### config.mk
export PLATFORM = sky130hd
export DESIGN_NAME = manchester_tx
export DESIGN_NICKNAME = d
export VERILOG_FILES = /design/src/rtl/manchester_tx_pkg.sv /design/src/rtl/manchester_tx_ctl.sv /design/src/rtl/manchester_tx_dp.sv /design/src/rtl/manchester_tx.sv
export SDC_FILE = /design/constraint.sdc
export NUM_CORES = 1
export LEC_CHECK = 0
export ABC_AREA = 1
export BUFFER_PORTS_ARGS = -buffer_cell sky130_fd_sc_hd__buf_4
export CAP_MARGIN = 20
export CORE_ASPECT_RATIO = 1.2
export CORE_MARGIN = 5
export CORE_UTILIZATION = 59
export DETAILED_ROUTE_END_ITERATION = 6
export GPL_TIMING_DRIVEN = 0
export PLACE_DENSITY = 0.78
export SYNTH_ARGS = -nofsm -noshare
export SYNTH_HDL_FRONTEND = slang
export SYNTH_HIERARCHICAL = 1
export SYNTH_SLANG_ARGS = --single-unit
### constraint.sdc
create_clock -name clk -period 2.72 [get_ports clk]
set_clock_uncertainty 0.2 [all_clocks]
set_input_delay 0.136 -clock clk [delete_from_list [all_inputs] [get_ports clk]]
set_output_delay 0.136 -clock clk [all_outputs]
set_load 0.03 [all_outputs]
### src/rtl/manchester_tx_pkg.sv
package manchester_tx_pkg;

  typedef enum logic [1:0] {
    ST_IDLE,
    ST_PRE,
    ST_SYNC,
    ST_DATA
  } encState_t;

  // Strobes issued by the sequencer for the next half-cell
  typedef struct packed {
    logic load;      // a new half-cell starts at this edge
    logic active;    // frame in progress during the next half-cell
    logic useData;   // level comes from the captured payload bit
    logic invert;    // second half of a payload cell
    logic fixLevel;  // fixed level for preamble/sync halves
    logic clkLevel;  // encClk level for the next half-cell
    logic sample;    // capture sendData at this edge
  } encStrobe_t;

endpackage

### src/rtl/manchester_tx_ctl.sv
module manchester_tx_ctl
  import manchester_tx_pkg::*;
#(
  parameter int OVS_FAST = 16,
  parameter int OVS_SLOW = 32,
  parameter int PRE_BITS = 8
) (
  input  logic       clk,
  input  logic       rst,
  input  logic       startReq,
  input  logic       osMode,
  output encStrobe_t strobe,
  output encState_t  stateOut,
  output logic [$clog2(OVS_SLOW/2):0] tickOut
);

  localparam int HALF_FAST  = OVS_FAST / 2;
  localparam int HALF_SLOW  = OVS_SLOW / 2;
  localparam int TICK_W     = $clog2(HALF_SLOW) + 1;
  localparam int SYNC_SIDE  = 3;
  localparam int PRE_HALVES = 2 * PRE_BITS;
  localparam int MAX_HALVES = (PRE_HALVES > 2 * SYNC_SIDE) ? PRE_HALVES : 2 * SYNC_SIDE;
  localparam int HALF_W     = $clog2(MAX_HALVES);

  localparam logic [HALF_W-1:0] PRE_LAST  = HALF_W'(PRE_HALVES - 1);
  localparam logic [HALF_W-1:0] SYNC_LAST = HALF_W'(2 * SYNC_SIDE - 1);
  localparam logic [HALF_W-1:0] SYNC_CLK  = HALF_W'(2 * SYNC_SIDE - 2);
  localparam logic [HALF_W-1:0] SYNC_HIGH = HALF_W'(SYNC_SIDE);

  encState_t         state, nState;
  logic [TICK_W-1:0] tick, nTick;
  logic [TICK_W-1:0] halfLen;
  logic [HALF_W-1:0] halfNo, nHalf, halfInc;
  logic              halfEnd;

  assign halfEnd  = (state != ST_IDLE) && (tick == halfLen - 1'b1);
  assign halfInc  = halfNo + 1'b1;
  assign stateOut = state;
  assign tickOut  = tick;

  always_comb begin
    strobe = '0;
    nState = state;
    nHalf  = halfNo;
    nTick  = (state == ST_IDLE || halfEnd) ? '0 : tick + 1'b1;
    case (state)
      ST_IDLE: begin
        if (startReq) begin
          strobe.load   = 1'b1;
          strobe.active = 1'b1;
          nState        = ST_PRE;
          nHalf         = '0;
        end
      end
      ST_PRE: begin
        if (halfEnd) begin
          strobe.load   = 1'b1;
          strobe.active = 1'b1;
          if (halfNo == PRE_LAST) begin
            nState = ST_SYNC;
            nHalf  = '0;
          end else begin
            nHalf           = halfInc;
            strobe.fixLevel = ~halfNo[0];
          end
        end
      end
      ST_SYNC: begin
        if (halfEnd) begin
          strobe.load   = 1'b1;
          strobe.active = 1'b1;
          if (halfNo == SYNC_LAST) begin
            if (startReq) begin
              nState          = ST_DATA;
              nHalf           = '0;
              strobe.useData  = 1'b1;
              strobe.clkLevel = 1'b1;
            end else begin
              nState        = ST_IDLE;
              strobe.active = 1'b0;
            end
          end else begin
            nHalf           = halfInc;
            strobe.fixLevel = (halfInc >= SYNC_HIGH);
            strobe.clkLevel = (halfInc == SYNC_CLK);
            strobe.sample   = (halfInc == SYNC_LAST);
          end
        end
      end
      ST_DATA: begin
        if (halfEnd) begin
          strobe.load   = 1'b1;
          strobe.active = 1'b1;
          if (halfNo == '0) begin
            nHalf          = HALF_W'(1);
            strobe.useData = 1'b1;
            strobe.invert  = 1'b1;
            strobe.sample  = 1'b1;
          end else if (startReq) begin
            nHalf           = '0;
            strobe.useData  = 1'b1;
            strobe.clkLevel = 1'b1;
          end else begin
            nState        = ST_IDLE;
            strobe.active = 1'b0;
          end
        end
      end
      default: nState = ST_IDLE;
    endcase
  end

  always_ff @(posedge clk) begin
    if (rst) begin
      state   <= ST_IDLE;
      tick    <= '0;
      halfNo  <= '0;
      halfLen <= TICK_W'(HALF_FAST);
    end else begin
      state  <= nState;
      tick   <= nTick;
      halfNo <= nHalf;
      if (state == ST_IDLE && startReq)
        halfLen <= osMode ? TICK_W'(HALF_SLOW) : TICK_W'(HALF_FAST);
    end
  end

  // tick never leaves the half-cell window chosen at frame start
  a_r9_tick_range: assert property (@(posedge clk) disable iff (rst)
    (state != ST_IDLE) |-> (tick < halfLen));

  // the latched half-cell length is constant while a frame runs
  a_r9_len_held: assert property (@(posedge clk) disable iff (rst)
    (state != ST_IDLE && $past(state) != ST_IDLE) |-> $stable(halfLen));

endmodule

### src/rtl/manchester_tx_dp.sv
module manchester_tx_dp
  import manchester_tx_pkg::*;
(
  input  logic       clk,
  input  logic       rst,
  input  encStrobe_t strobe,
  input  logic       sendData,
  output logic       txPos,
  output logic       txNeg,
  output logic       encClk
);

  logic dataReg;
  logic level;

  assign level = strobe.useData ? (dataReg ^ strobe.invert) : strobe.fixLevel;

  always_ff @(posedge clk) begin
    if (rst) begin
      dataReg <= 1'b0;
      txPos   <= 1'b0;
      txNeg   <= 1'b0;
      encClk  <= 1'b0;
    end else begin
      if (strobe.sample)
        dataReg <= sendData;
      if (strobe.load) begin
        txPos  <= strobe.active & level;
        txNeg  <= strobe.active & ~level;
        encClk <= strobe.active & strobe.clkLevel;
      end
    end
  end

  // the two line outputs are never driven high together
  a_r2_not_both: assert property (@(posedge clk) disable iff (rst)
    !(txPos && txNeg));

  // a capture edge is always a falling edge of encClk
  a_r7_sample_on_fall: assert property (@(posedge clk) disable iff (rst)
    strobe.sample |-> encClk);

endmodule

### src/rtl/manchester_tx.sv
module manchester_tx
  import manchester_tx_pkg::*;
#(
  parameter int OVS_FAST = 16,
  parameter int OVS_SLOW = 32,
  parameter int PRE_BITS = 8
) (
  input  logic clk,
  input  logic rst,
  input  logic startReq,
  input  logic osMode,
  input  logic sendData,
  output logic txPos,
  output logic txNeg,
  output logic encClk
);

  localparam int TICK_W = $clog2(OVS_SLOW / 2) + 1;

  encStrobe_t        strobe;
  encState_t         state;
  logic [TICK_W-1:0] tick;

  manchester_tx_ctl #(
    .OVS_FAST(OVS_FAST),
    .OVS_SLOW(OVS_SLOW),
    .PRE_BITS(PRE_BITS)
  ) u_ctl (
    .clk     (clk),
    .rst     (rst),
    .startReq(startReq),
    .osMode  (osMode),
    .strobe  (strobe),
    .stateOut(state),
    .tickOut (tick)
  );

  manchester_tx_dp u_dp (
    .clk     (clk),
    .rst     (rst),
    .strobe  (strobe),
    .sendData(sendData),
    .txPos   (txPos),
    .txNeg   (txNeg),
    .encClk  (encClk)
  );

  // idle sequencer implies a quiet line and a parked bit clock
  a_r1_idle_quiet: assert property (@(posedge clk) disable iff (rst)
    (state == ST_IDLE) |-> (!txPos && !txNeg && !encClk));

  // inside a frame the outputs are complementary
  a_r2_complement: assert property (@(posedge clk) disable iff (rst)
    (state != ST_IDLE) |-> (txNeg == !txPos));

  // no data strobe while the zero cells are on the line
  a_r6_pre_no_clock: assert property (@(posedge clk) disable iff (rst)
    (state == ST_PRE) |-> !encClk);

  // every payload cell flips the line at mid-cell
  a_r5_mid_transition: assert property (@(posedge clk) disable iff (rst)
    (state == ST_DATA && strobe.load && strobe.invert) |=> (txPos != $past(txPos)));

  // the line level only moves at half-cell boundaries
  a_r3_half_stable: assert property (@(posedge clk) disable iff (rst)
    (state != ST_IDLE && tick != '0) |-> ($stable(txPos) && $stable(encClk)));

endmodule

==> results of run 1 <==
[path summary, 6_finish.rpt]
kind	from	endpoint	slack, ps	cells after the start
hold / removal	osMode	u_ctl/halfLen[4]	-8	3
setup reg to reg	u_ctl/halfNo[0]	u_dp/dataReg	240	8
hold reg to reg	u_ctl/tickOut[0]	u_ctl/tickOut[0]	260	1
setup / recovery	u_ctl/halfNo[0]	u_dp/dataReg	240	8
[flip-flops by register name (all words and copies together), names as in the netlist]
name,flops
u_dp/txNeg,1
u_dp/dataReg,1
u_ctl/stateOut,2
u_dp/encClk,1
u_ctl/halfLen,2
u_ctl/tickOut,5
u_dp/txPos,1
u_ctl/halfNo,4
[per-stage QoR]
step                      hold WS (ps)  cells
after floorplan                   5.07    174
after global placement             165    200
after detailed placement           171    200
after CTS                         4.79    207
after global routing              37.3    207
final                            -7.59    207
[cells in the mapped netlist]
cell,n
dfxtp_1,17
nand3_2,2
nor2_1,17
o31ai_1,1
a21oi_1,15
nor3b_1,1
inv_1,24
nand2_1,42
o211ai_1,1
o21ai_1,2
nand2_2,1
a31o_2,1
nor3_4,1
or2_0,1
nand2_4,3
inv_2,2
ha_1,11
nand3b_1,1
a21o_1,1
o21ai_0,5
xor2_1,4
nand3_1,17
o21a_1,1
nor3_1,2
a21oi_2,1
[worst max-delay path, delay by kind of cell, from the launching register on]
family                   cells  cell delay (ps)
adder cells (fa/ha/maj)      1              230
flip-flops                   1              480
buffers and inverters        1              540
XOR/XNOR                     1              300
AO/OA/AOI/OAI                2              330
AND/OR/NAND/NOR              3              290
[cell type report]
type	instances	area, um^2	area share
Clock buffer	3	22.5	0.0168
Clock inverter	1	5.00	0.00374
Inverter	26	97.6	0.0730
Multi-Input combinational cell	131	766	0.572
Sequential cell	17	340	0.254
Tap cell	19	23.8	0.0178
Timing Repair Buffer	10	82.6	0.0617
[power by group]
part / total (mW) / internal, mW / switching [mW]
Sequential: 0.314 / 0.282 / 0.0324
Clock: 0.135 / 0.0547 / 0.0806
Combinational: 0.483 / 0.164 / 0.319
[layer usage]
| layer | global-route usage | vias up | share of wire |
|---|---|---|---|
| li1 | - | 587 | - |
| met1 | 0.211 | 510 | 0.42 |
| met2 | 0.358 | 21 | 0.54 |
| met3 | 0.0302 | 4 | 0.029 |
| met4 | 0.0657 | 0 | 0.012 |
| met5 | 0 | - | 0 |
[cell families (layout without fill, tap and decap cells)]
| logic type | Yosys count | in the layout | synth area share |
|---|---|---|---|
| AO/OA/AOI/OAI | 28 | 28 | 0.133 |
| XOR/XNOR | 4 | 4 | 0.0296 |
| adder cells (fa/ha/maj) | 11 | 11 | 0.116 |
| buffers and inverters | 26 | 40 | 0.0825 |
| flip-flops | 17 | 17 | 0.288 |
| AND/OR/NAND/NOR | 88 | 88 | 0.350 |
[what timing repair did]
action                                  in CTS  in global routing
resized for setup                            0                  4
endpoints found under the setup margin       0                  1
hold endpoints to repair                     9                  0
hold buffers                                 3                  0
==> impl_metrics.csv, run 1 <==
group,metric,value,unit
timing,finalHoldViolCount,1,
placed_design,place_area,0.00126,mm^2
clock_tree,root_buffer,"clkbuf_4",
clock_tree,clock_path_buffers,2,
timing,fin_tns_setup,0,ps
clock_tree,clk_latency,290,ps
worst_setup_path,crit_path_frequent_cell,"nor2_1",
pwr,p_leak,0.601,nW
final_layout,finish.utilization,0.715,
synth,synth_seq_cells,17,
clock_tree,htreeDepth,1,
timing,rsz0062_at_grt,"no",
timing,slew_headroom,0.786,
placed_design,dp_slack,583,ps
final_layout,drive_gt1_frac,0.128,
worst_setup_path,crit_required,2710,ps
clock_tree,cts_post_setup_buffers_inserted,0,
synth,netlist_area,0.00118,mm^2
final_layout,areaGrowthSynthToFinish,13.1,%
pwr,power.density,697,mW/mm^2
worst_setup_path,critPathMaxStageDelay,540,ps
floorplan,die_area,0.00300,mm^2
clock_tree,tritoncts,"yes",
floorplan,start_util,0.632,
synth,ys_top_cells_by_area,"dfxtp_1 29%, nand2_1 13%, ha_1 12%, inv_1 7.6%, nand3_1 7.2%",
floorplan,design.core.area,0.00187,mm^2
worst_setup_path,slowest_stage,"dlygate4sd3_1",
clock_tree,cts_made_buffers,3,
grt,grt_overflow,0,
clock_tree,cts.sinks,17,
floorplan,die_w,50.9,um
synth,synth_top_cell_area_share,0.288,
timing,finalWorstSetupSlack,236,ps
hold_path,min_path_type,"in -> reg",
grt,grt_pass1_vias,1124,
final_layout,diodes,0,
grt,antenna_found_initial,0,
placed_design,place.detailed.hpwl,2020,um
floorplan,io-pin-count,8,
grt,grt_pass1_wl,4520,um
worst_setup_path,setup.worst_path.end_class,"register",
status,status,"finished with violations",
worst_setup_path,cp-start-kind,"register",
drt,ant_nets,0,
synth,syn_nets,190,
final_layout,nNetsFinal,205,
clock_tree,cts.reportedPaths.clkPinSlew,100,ps
floorplan,die_y,59.0,um
placed_design,portBuffers,7,
synth,avgSynthCellArea,6.80,um^2
timing,setup_viol,0,
pwr,total_power,0.933,mW
drt,wl_per_cell,12.3,um
status,violations,"negative hold slack",
placed_design,gp_congestion,0.961,
final_layout,fin_area,0.00134,mm^2
final_layout,final_cell_mix,"42 x nand2_1, 23 x inv_1, 17 x nand3_1, 17 x nor2_1, 17 x dfxtp_1",
synth,syn_inst,174,
drt,vias_per_cell,5.42,
floorplan,num_rows,17,
timing,whs,-7.59,ps
timing,finalCriticalPeriod,2480,ps
final_layout,final_common_cell,"nand2_1",
timing,max_clock_freq,403,MHz
pwr,peakVddDrop,0.560,mV
worst_setup_path,cp.arrival,2470,ps
worst_setup_path,crit_path_max_fanout,7,
worst_setup_path,critPathKind,"reg -> reg",
drt,vias,1122,
final_layout,n_fill_cell,166,
synth,ys_types,25,
drt,drc_errors,0,
timing,slew_violations,0,
drt,drt_iter0_drc,31,
run,cap_violations,0,
worst_setup_path,path_cells,"ha_1 -> xor2_1 -> nand3_1 -> o31ai_4 -> nor2_1 -> a21oi_1 -> nor2_1 -> dlygate4sd3_1",
synth,yosysSeqAreaShare,0.288,
grt,grtUsageTotal,0.190,
drt,drtPass1Iterations,4,
timing,worstMarginPinSlew,320,ps
synth,synth_area_leader_cell,"dfxtp_1",
drt,routed_wl,2550,um
grt,grt_max_degree,11,
synth,yosys_warnings,6,
timing,finalCritPeriodShare,0.913,
Note: power is estimated with default switching activity, not from simulation.
==> run 2: changes to the inputs <==
--- a/config.mk
+++ b/config.mk
@@ -11,9 +11,10 @@
 export CORE_ASPECT_RATIO = 1.2
 export CORE_MARGIN = 5
 export CORE_UTILIZATION = 59
+export CTS_CLUSTER_SIZE = 12
 export DETAILED_ROUTE_END_ITERATION = 6
 export GPL_TIMING_DRIVEN = 0
-export PLACE_DENSITY = 0.78
+export PLACE_DENSITY = 0.77
 export SYNTH_ARGS = -nofsm -noshare
 export SYNTH_HDL_FRONTEND = slang
 export SYNTH_HIERARCHICAL = 1
==> run 2 against run 1 <==
Effect of this change:
- the run now ends clean
- worst setup slack better by 300 ps
- largest cell class unchanged
- global-route usage down 1.9 points
- non-clock buffer count unchanged
- sequential share of layout area grew 0.44 points
- die area unchanged
- utilization decreased by 1.2 points
- cell count did not move
- fmax grew 14%
- clock power decreased by 6%
- register-to-register slack gained 300 ps
- highest routed layer unchanged
- sequential power hardly changed
==> impl_metrics.csv, run 2 (synthesis results as in run 1) <==
group,metric,value,unit
clock_tree,cts_made_buffers,3,
timing,slew_violations,0,
drt,wl_met2,1250,um
drt,routed_wl,2360,um
final_layout,areaGrowthSynthToFinish,11.2,%
grt,antenna_found_initial,0,
drt,top_layer_used,"met4",
grt,grt_pass1_vias,1061,
final_layout,nNetsFinal,205,
hold_path,min_path_type,"in -> reg",
placed_design,gp_congestion,0.911,
clock_tree,clock_path_buffers,2,
placed_design,portBuffers,7,
grt,grt_max_degree,11,
worst_setup_path,setup.worst_path.end_class,"register",
worst_setup_path,crit_required,2740,ps
clock_tree,ctsResizeCount,0,
clock_tree,cts.reportedPaths.clkPinSlew,90,ps
clock_tree,htreeDepth,1,
floorplan,die_y,59.0,um
worst_setup_path,crit_path_max_fanout,9,
floorplan,die_area,0.00300,mm^2
worst_setup_path,critPathKind,"reg -> reg",
grt,grt_overflow,0,
timing,finalCriticalPeriod,2180,ps
pwr,power.density,686,mW/mm^2
floorplan,num_rows,17,
final_layout,final_common_cell,"nand2_1",
final_layout,fin_area,0.00132,mm^2
pwr,p_leak,0.595,nW
floorplan,die_w,50.9,um
drt,drtPass1Iterations,4,
run,cap_violations,0,
timing,max_clock_freq,458,MHz
clock_tree,tritoncts,"yes",
final_layout,final_cell_mix,"42 x nand2_1, 24 x inv_1, 17 x nand3_1, 17 x nor2_1, 17 x dfxtp_1",
timing,setup_viol,0,
timing,worstMarginPinSlew,311,ps
status,status,"completed",
drt,vias_per_cell,5.32,
grt,grtUsageTotal,0.172,
drt,vias,1101,
drt,drt_iter0_drc,10,
drt,drc_errors,0,
floorplan,start_util,0.632,
drt,wl_met1,1040,um
worst_setup_path,cp.arrival,2200,ps
final_layout,diodes,0,
timing,finalCritPeriodShare,0.802,
timing,fin_tns_setup,0,ps
drt,route.met3.wl,51,um
floorplan,design.core.area,0.00187,mm^2
clock_tree,clk_latency,280,ps
worst_setup_path,cp-start-kind,"register",
final_layout,largest_reg_flops,5,
clock_tree,cts.sinks,17,
drt,ant_nets,0,
pwr,peakVddDrop,0.438,mV
timing,finalHoldViolCount,0,
drt,wl_per_cell,11.4,um
final_layout,n_fill_cell,175,
timing,rsz0062_at_grt,"no",
placed_design,place_area,0.00126,mm^2
clock_tree,root_buffer,"clkbuf_4",
placed_design,place.detailed.hpwl,1950,um
grt,grt_pass1_wl,4110,um
floorplan,io-pin-count,8,
final_layout,drive_gt1_frac,0.112,
timing,slew_headroom,0.792,
[run 2: changes by cell type in the layout (fill, tap and decap cells not counted)]
cell | previous run | this run
inv_2 | 3 | 2
inv_1 | 23 | 24
clkinv_2 | 1 | 0
nand3_4 | 1 | 0
clkbuf_1 | 0 | 1
o31ai_4 | 1 | 0
nand3_2 | 1 | 2
o31ai_1 | 0 | 1
[run 2: timing repair]
| action | CTS | global route |
|---|---|---|
| buffers inserted | 0 | 0 |
| endpoints found under the hold margin | 10 | 0 |
| hold buffers | 3 | 0 |
[run 2: stage by stage]
stage,power [mW],cells,hold slack (ps),util,setup WS [ps]
floorplan,0.679,174,5.07,-,841
global placement,0.759,200,175,0.672,641
detailed placement,0.775,200,184,0.672,564
CTS,0.910,207,68.0,0.703,543
global route,0.991,207,76.5,0.703,232
finish,0.902,207,82.1,0.703,539
[run 2: layer usage]
| metal | vias up | track usage |
|---|---|---|
| met1 | 500 | 0.195 |
| li1 | 587 | - |
| met5 | - | 0 |
| met3 | 4 | 0.0176 |
| met2 | 10 | 0.317 |
| met4 | 0 | 0.0730 |
[run 2: layout make-up]
cell class,count,area (um^2),area share
repair buffers,10,82.6,0.0628
clock buffers,4,26.3,0.0200
multi-input cells,131,744,0.566
well taps,19,23.8,0.0181
flip-flops and latches,17,340,0.259
inverters,26,97.6,0.0742
[run 2: worst max-delay path, stage by stage, from the launching register on]
cell      delay [ps]
dfxtp_1          390
inv_1            100
ha_1             280
inv_1            180
nand3_2          220
a21oi_1          230
nor2_1            60
o211ai_1          80
nand2_1           90
inv_2             70
nand3_1           90
a21oi_1          130
[run 2: power by group]
| part | switching [mW] | internal, mW |
|---|---|---|
| Sequential | 0.0315 | 0.282 |
| Combinational | 0.299 | 0.163 |
| Clock | 0.0706 | 0.0568 |
[run 2: worst paths after layout]
| check | slack, ps | depth (start not counted) | start | to |
|---|---|---|---|---|
| setup reg to reg | 540 | 11 | u_ctl/stateOut[0] | u_dp/txNeg |
| hold / removal | 80 | 3 | startReq | u_ctl/halfLen[4] |
| setup / recovery | 540 | 11 | u_ctl/stateOut[0] | u_dp/txNeg |
| hold reg to reg | 250 | 1 | u_ctl/tickOut[0] | u_ctl/tickOut[0] |
